==> config.mk <==
export PLATFORM = sky130hd
export DESIGN_NAME = pc_seq_unit
export DESIGN_NICKNAME = d
export VERILOG_FILES = /design/src/rtl/pcu_pkg.sv /design/src/rtl/pcu_decode.sv /design/src/rtl/pcu_cond_eval.sv /design/src/rtl/pcu_ret_stack.sv /design/src/rtl/pc_seq_unit.sv
export SDC_FILE = /design/constraint.sdc
export NUM_CORES = 1
export LEC_CHECK = 0
export CELL_PAD_IN_SITES_DETAIL_PLACEMENT = 2
export CELL_PAD_IN_SITES_GLOBAL_PLACEMENT = 2
export CORE_MARGIN = 8
export CORE_UTILIZATION = 42
export CTS_BUF_LIST = sky130_fd_sc_hd__clkbuf_16
export CTS_CLUSTER_DIAMETER = 200
export DETAILED_ROUTE_END_ITERATION = 8
export PLACE_DENSITY_LB_ADDON = 0.15
export SLEW_MARGIN = 10
export SYNTH_ARGS = -nofsm -noshare
export SYNTH_HDL_FRONTEND = slang
export SYNTH_SLANG_ARGS = --single-unit
export TNS_END_PERCENT = 100
==> constraint.sdc <==
create_clock -name clk -period 7.9 [get_ports clk]
set_input_delay 0.79 -clock clk [delete_from_list [all_inputs] [get_ports clk]]
set_output_delay 0.79 -clock clk [all_outputs]
set_load 0.03 [all_outputs]
==> src/rtl/pcu_pkg.sv <==
package pcu_pkg;

   typedef enum logic [2:0] {
      ACT_ADV,
      ACT_JUMP,
      ACT_BRANCH,
      ACT_CALL,
      ACT_RET
   } pc_act_e;

   typedef enum logic [2:0] {
      CC_ZS = 3'b000,
      CC_ZC = 3'b001,
      CC_CS = 3'b010,
      CC_CC = 3'b011,
      CC_OS = 3'b100,
      CC_OC = 3'b101,
      CC_NS = 3'b110,
      CC_PS = 3'b111
   } cond_e;

   localparam logic [3:0] OPC_JUMP   = 4'b1000;
   localparam logic [3:0] OPC_BRANCH = 4'b1001;
   localparam logic [3:0] OPC_CALL   = 4'b1110;
   localparam logic [3:0] OPC_EXT    = 4'b1111;
   localparam int         RET_SUB_W  = 5;

endpackage

==> src/rtl/pcu_decode.sv <==
module pcu_decode
   import pcu_pkg::*;
#(
   parameter int INSTR_W = 16,
   parameter int ADDR_W  = 12,
   parameter int OFF_W   = 9
) (
   input  logic [INSTR_W-1:0] instr_i,
   output pc_act_e            act_o,
   output logic [ADDR_W-1:0]  target_o,
   output logic [OFF_W-1:0]   offset_o,
   output cond_e              cond_o
);
   localparam int OPC_LSB  = INSTR_W - 4;
   localparam int COND_LSB = OFF_W;

   generate
      if (ADDR_W > OPC_LSB) begin : g_bad_addr
         $error("pcu_decode: address field does not fit under the opcode");
      end
      if (OFF_W + 3 > OPC_LSB) begin : g_bad_off
         $error("pcu_decode: condition and offset fields do not fit");
      end
   endgenerate

   logic [3:0]           opc;
   logic [RET_SUB_W-1:0] sub;

   assign opc      = instr_i[INSTR_W-1:OPC_LSB];
   assign sub      = instr_i[RET_SUB_W-1:0];
   assign target_o = instr_i[ADDR_W-1:0];
   assign offset_o = instr_i[OFF_W-1:0];
   assign cond_o   = cond_e'(instr_i[COND_LSB+2:COND_LSB]);

   always_comb begin
      unique case (opc)
         OPC_JUMP:   act_o = ACT_JUMP;
         OPC_BRANCH: act_o = ACT_BRANCH;
         OPC_CALL:   act_o = ACT_CALL;
         OPC_EXT:    act_o = (sub == '0) ? ACT_RET : ACT_ADV;
         default:    act_o = ACT_ADV;
      endcase
   end

endmodule

==> src/rtl/pcu_cond_eval.sv <==
module pcu_cond_eval
   import pcu_pkg::*;
(
   input  cond_e cond_i,
   input  logic  z_i,
   input  logic  c_i,
   input  logic  o_i,
   input  logic  n_i,
   input  logic  p_i,
   output logic  taken_o
);
   always_comb begin
      unique case (cond_i)
         CC_ZS:   taken_o =  z_i;
         CC_ZC:   taken_o = ~z_i;
         CC_CS:   taken_o =  c_i;
         CC_CC:   taken_o = ~c_i;
         CC_OS:   taken_o =  o_i;
         CC_OC:   taken_o = ~o_i;
         CC_NS:   taken_o =  n_i;
         default: taken_o =  p_i;
      endcase
   end
endmodule

==> src/rtl/pcu_ret_stack.sv <==
module pcu_ret_stack #(
   parameter int ADDR_W = 12,
   parameter int DEPTH  = 8
) (
   input  logic              clk,
   input  logic              rst_n,
   input  logic              push_i,
   input  logic              pop_i,
   input  logic [ADDR_W-1:0] push_data_i,
   output logic [ADDR_W-1:0] top_data_o,
   output logic              full_o,
   output logic              empty_o
);
   localparam int SP_W  = $clog2(DEPTH + 1);
   localparam int IDX_W = $clog2(DEPTH);

   generate
      if (DEPTH < 2) begin : g_bad_depth
         $error("pcu_ret_stack: DEPTH must be at least 2");
      end
   endgenerate

   logic [SP_W-1:0]   sp_q;
   logic [ADDR_W-1:0] slot_q [DEPTH];
   logic [IDX_W-1:0]  top_idx;

   assign full_o  = (sp_q == SP_W'(DEPTH));
   assign empty_o = (sp_q == '0);
   assign top_idx = empty_o ? '0 : IDX_W'(sp_q - SP_W'(1));
   assign top_data_o = slot_q[top_idx];

   always_ff @(posedge clk or negedge rst_n) begin
      if (!rst_n) begin
         sp_q <= '0;
      end else if (push_i && !full_o) begin
         sp_q <= sp_q + SP_W'(1);
      end else if (pop_i && !empty_o) begin
         sp_q <= sp_q - SP_W'(1);
      end
   end

   for (genvar i = 0; i < DEPTH; i++) begin : g_slot
      always_ff @(posedge clk or negedge rst_n) begin
         if (!rst_n) begin
            slot_q[i] <= '0;
         end else if (push_i && !full_o && (sp_q == SP_W'(i))) begin
            slot_q[i] <= push_data_i;
         end
      end
   end


   push_when_full_chk: assert property (@(posedge clk) disable iff (!rst_n)
      push_i |-> !full_o);


   pop_when_empty_chk: assert property (@(posedge clk) disable iff (!rst_n)
      pop_i |-> !empty_o);


   pop_moves_pointer_chk: assert property (@(posedge clk) disable iff (!rst_n)
      (pop_i && !push_i) |=> (sp_q == $past(sp_q) - SP_W'(1)));

endmodule

==> src/rtl/pc_seq_unit.sv <==
module pc_seq_unit
   import pcu_pkg::*;
#(
   parameter int INSTR_W     = 16,
   parameter int ADDR_W      = 12,
   parameter int OFF_W       = 9,
   parameter int STACK_DEPTH = 8
) (
   input  logic               clk,
   input  logic               rst_n,
   input  logic               step_i,
   input  logic [INSTR_W-1:0] instr_i,
   input  logic               flag_z_i,
   input  logic               flag_c_i,
   input  logic               flag_o_i,
   input  logic               flag_n_i,
   input  logic               flag_p_i,
   output logic [ADDR_W-1:0]  fetch_addr_o,
   output logic               stack_ovf_o,
   output logic               stack_unf_o
);
   localparam int EXT_W = ADDR_W - OFF_W;

   generate
      if (EXT_W < 1) begin : g_bad_ext
         $error("pc_seq_unit: offset must be narrower than the address");
      end
   endgenerate

   pc_act_e           act;
   cond_e             cond;
   logic [ADDR_W-1:0] target;
   logic [OFF_W-1:0]  offset;
   logic              taken;
   logic [ADDR_W-1:0] pc_q, pc_nxt, pc_inc, pc_rel, top_data;
   logic              full, empty, push, pop;
   logic              ovf_q, unf_q;

   pcu_decode #(.INSTR_W(INSTR_W), .ADDR_W(ADDR_W), .OFF_W(OFF_W)) u_dec (
      .instr_i (instr_i),
      .act_o   (act),
      .target_o(target),
      .offset_o(offset),
      .cond_o  (cond)
   );

   pcu_cond_eval u_cond (
      .cond_i (cond),
      .z_i    (flag_z_i),
      .c_i    (flag_c_i),
      .o_i    (flag_o_i),
      .n_i    (flag_n_i),
      .p_i    (flag_p_i),
      .taken_o(taken)
   );

   assign push = step_i && (act == ACT_CALL) && !full;
   assign pop  = step_i && (act == ACT_RET)  && !empty;

   pcu_ret_stack #(.ADDR_W(ADDR_W), .DEPTH(STACK_DEPTH)) u_stk (
      .clk        (clk),
      .rst_n      (rst_n),
      .push_i     (push),
      .pop_i      (pop),
      .push_data_i(pc_inc),
      .top_data_o (top_data),
      .full_o     (full),
      .empty_o    (empty)
   );

   assign pc_inc = pc_q + ADDR_W'(1);
   assign pc_rel = pc_q + {{EXT_W{offset[OFF_W-1]}}, offset};

   always_comb begin
      unique case (act)
         ACT_JUMP:   pc_nxt = target;
         ACT_BRANCH: pc_nxt = taken ? pc_rel : pc_inc;
         ACT_CALL:   pc_nxt = full  ? pc_inc : target;
         ACT_RET:    pc_nxt = empty ? pc_inc : top_data;
         default:    pc_nxt = pc_inc;
      endcase
   end

   always_ff @(posedge clk or negedge rst_n) begin
      if (!rst_n) begin
         pc_q  <= '0;
         ovf_q <= 1'b0;
         unf_q <= 1'b0;
      end else begin
         ovf_q <= step_i && (act == ACT_CALL) && full;
         unf_q <= step_i && (act == ACT_RET)  && empty;
         if (step_i) begin
            pc_q <= pc_nxt;
         end
      end
   end

   assign fetch_addr_o = pc_q;
   assign stack_ovf_o  = ovf_q;
   assign stack_unf_o  = unf_q;


   hold_no_step_chk: assert property (@(posedge clk) disable iff (!rst_n)
      !step_i |=> ($stable(fetch_addr_o) && !stack_ovf_o && !stack_unf_o));


   jump_target_chk: assert property (@(posedge clk) disable iff (!rst_n)
      (step_i && instr_i[INSTR_W-1 -: 4] == OPC_JUMP)
      |=> (fetch_addr_o == $past(instr_i[ADDR_W-1:0])));


   ovf_advance_chk: assert property (@(posedge clk) disable iff (!rst_n)
      stack_ovf_o |-> (fetch_addr_o == $past(fetch_addr_o) + ADDR_W'(1)));


   unf_advance_chk: assert property (@(posedge clk) disable iff (!rst_n)
      stack_unf_o |-> (fetch_addr_o == $past(fetch_addr_o) + ADDR_W'(1)));


   status_exclusive_chk: assert property (@(posedge clk) disable iff (!rst_n)
      $onehot0({stack_ovf_o, stack_unf_o}));

endmodule

==> out/metrics.cfg <==
[run_status]
status=complete, no violations

[yosys]
synth_edf_count=0
ys_ff_latch=114
synth_area_per_cell_um2=9.87
netlist.area_leader.share=0.460
synth_warnings=0
syn_inst=628
ys.flop_type=dfrtp_1
synth_common_cells=nand2_1 (116), dfrtp_1 (114), o21ai_0 (71), nor2_1 (40), a21oi_1 (35)
synth_area_um2=6200
synth_top_area_cell=dfrtp_1
synth_nets=669
synth_seq_area_share=0.460
synth_area_leaders=dfrtp_1 (46%), mux4_2 (8.7%), nand2_1 (7.0%)
ys_types=63
async_flop_share=1.00
yosysMostFrequentCell=nand2_1

[sta]
whs_ns=0.333
hold_violations=0
fin_worst_skew_ns=0.00898
grt_setup_unrepaired=false
tns_ns=0
worst_pin_slew_ns=1.17
period_share=0.461
maxSlewHeadroom=0.212
finalSetupViolCount=0
finalCriticalPeriod_ns=3.64
fmax_ghz=0.274
maxSlewViolCount=0

[clocking]
clk_path_buf_depth=2
cts_root_buf=clkbuf_16
path_clk_slew_ns=0.06
clk_latency_ns=0.42
htree_levels=4
cts_hold_buf=0
cts-buffers-inserted=17
cts_tree=built
clock-sinks=114
cts_resized=0
postCtsSetupRepairBufs=0

[setup_path]
startpoint=u_stk.sp_q[0]
rrSetupSlack_ns=4.26
crit_type=reg -> reg
critPathArrivalTime_ns=3.94
cp_max_fo=27
r2r_start=u_stk.sp_q[0]
cp-start-kind=flop
required_ns=8.19
crit_path_end_kind=flop

[global_routing]
grt_pass1_wl_mm=35.1
grtUsageTotal=0.246
grt_max_degree=83
overflow=0
grt_pass1_vias=6008
antenna_found_initial=0

[final_layout]
fin_cells=850
num_antenna_cells=0
drive_gt1_frac=0.113
fin_util=0.500
synthToLayoutAreaGrowth_pct=16.9
finalNetCount=695

[placed_design]
gp_congestion=0.861
hpwl_mm=14.3
port_buffers=37
place_inst=819

[run]
cap_violations=0

[route]
first_pass_iters=4
vias=5252
post_drt_via_cell_ratio=6.18
antenna_left=0
post-route-drc-count=0
drtIter0Drc=256
drt-total-wl_mm=21.9
detail_route.wl_per_cell_um=25.8

[power]
total_power_mw=2.65
ir_worst_vdd_mv=0.172
power_density_nw_per_um2=366
leakagePower_nw=3.15

[floorplanning]
dieWidth_um=137
initial_core_util=0.428
ios=38
std_cell_rows=44
fp.dieH_um=137
die_area_um2=18900
coreArea_um2=14500

[hold_path]
hold_class=in -> async

placed cells by master, fill, tap and decap left out, drive strengths merged, types with 4 or more instances in the layout:
cell           Yosys  final
nand2            117    117
nand4b             4      4
a221oi             9      9
ha                16     16
xnor2             11     11
clkdlybuf4s50      0     36
and2               4      4
o22ai              4      4
clkinv             1     10
mux2              11     11
buf               11      7
nand3             16     16
dfrtp            114    114
inv                7      8
o21ai             79     79
nor2              40     40
mux2i             12     12
nor4               4      4
a31oi             11     11
and3               5      5
o211ai             5      5
a21oi             35     35
nor3               6      6
clkbuf            25     17
o21bai             4      4
nand2b             6      6
mux4              24     24
xor2              10     10
sequential cells by signal, indices dropped and copies added, names as in the netlist:
signal        flops
stack_ovf_o       1
fetch_addr_o     12
u_stk.slot_q     96
stack_unf_o       1
u_stk.sp_q        4
layer usage:
layer / vias to the layer above / track usage / routed length (um)
li1: 2327 / - / -
met1: 2751 / 0.286 / 9070
met2: 120 / 0.424 / 11100
met3: 54 / 0.0584 / 1030
met4: 0 / 0.110 / 754
met5: - / 0 / 0
final cells by class:
cell class | instances | area, um2
Fill cell | 1462 | 7240
Multi-Input combinational cell | 470 | 3170
Sequential cell | 114 | 2850
Clock buffer | 17 | 425
Timing Repair Buffer | 43 | 413
Tap cell | 184 | 230
Clock inverter | 14 | 124
Inverter | 8 | 30.0
stage by stage:
| step | setup WS (ns) | instance area (um2) |
|---|---|---|
| 2_1_floorplan | 4.90 | 6200 |
| 3_5_place_dp | 4.03 | 6690 |
| 3_3_place_gp | 4.16 | 6690 |
| 4_1_cts | 4.22 | 7240 |
| 5_1_grt | 4.06 | 7240 |
| 6_report | 4.26 | 7240 |
path summary, 6_finish.rpt:
path | end | cells past startpoint
max in group asynchronous | fetch_addr_o[6] | 2
setup / recovery | fetch_addr_o[10] | 8
min in group clk | u_stk.slot_q[79] | 2
hold / removal | u_stk.slot_q[85] | 1
setup reg to reg | fetch_addr_o[10] | 8
hold reg to reg | u_stk.slot_q[79] | 2
critical path, stage by stage (launching register included):
cell     delay [ns]
dfrtp_1        0.33
buf_4          0.46
inv_1          0.24
ha_1           0.73
buf_4          0.37
mux4_2         0.36
mux2_1         0.31
a221o_1        0.35
o32a_1         0.36
power breakdown:
| group | leakage, nW | total (mW) | internal [mW] | switching, mW |
|---|---|---|---|---|
| clock network | 0.272 | 0.726 | 0.453 | 0.272 |
| registers | 1.52 | 0.894 | 0.740 | 0.154 |
| logic | 1.36 | 1.03 | 0.412 | 0.617 |
| total | 3.15 | 2.65 | 1.61 | 1.04 |
cell families (layout without fill, tap and decap cells):
family / count (synthesis) / after routing / synth area share
AO/OA/AOI/OAI: 167 / 167 / 0.160
XOR/XNOR: 21 / 21 / 0.0297
adder cells (fa/ha/maj): 17 / 17 / 0.0355
buffers and inverters: 44 / 82 / 0.0287
flip-flops: 114 / 114 / 0.460
multiplexers: 47 / 47 / 0.127
AND/OR/NAND/NOR: 218 / 218 / 0.159
Power figures use the tool's default switching activity.
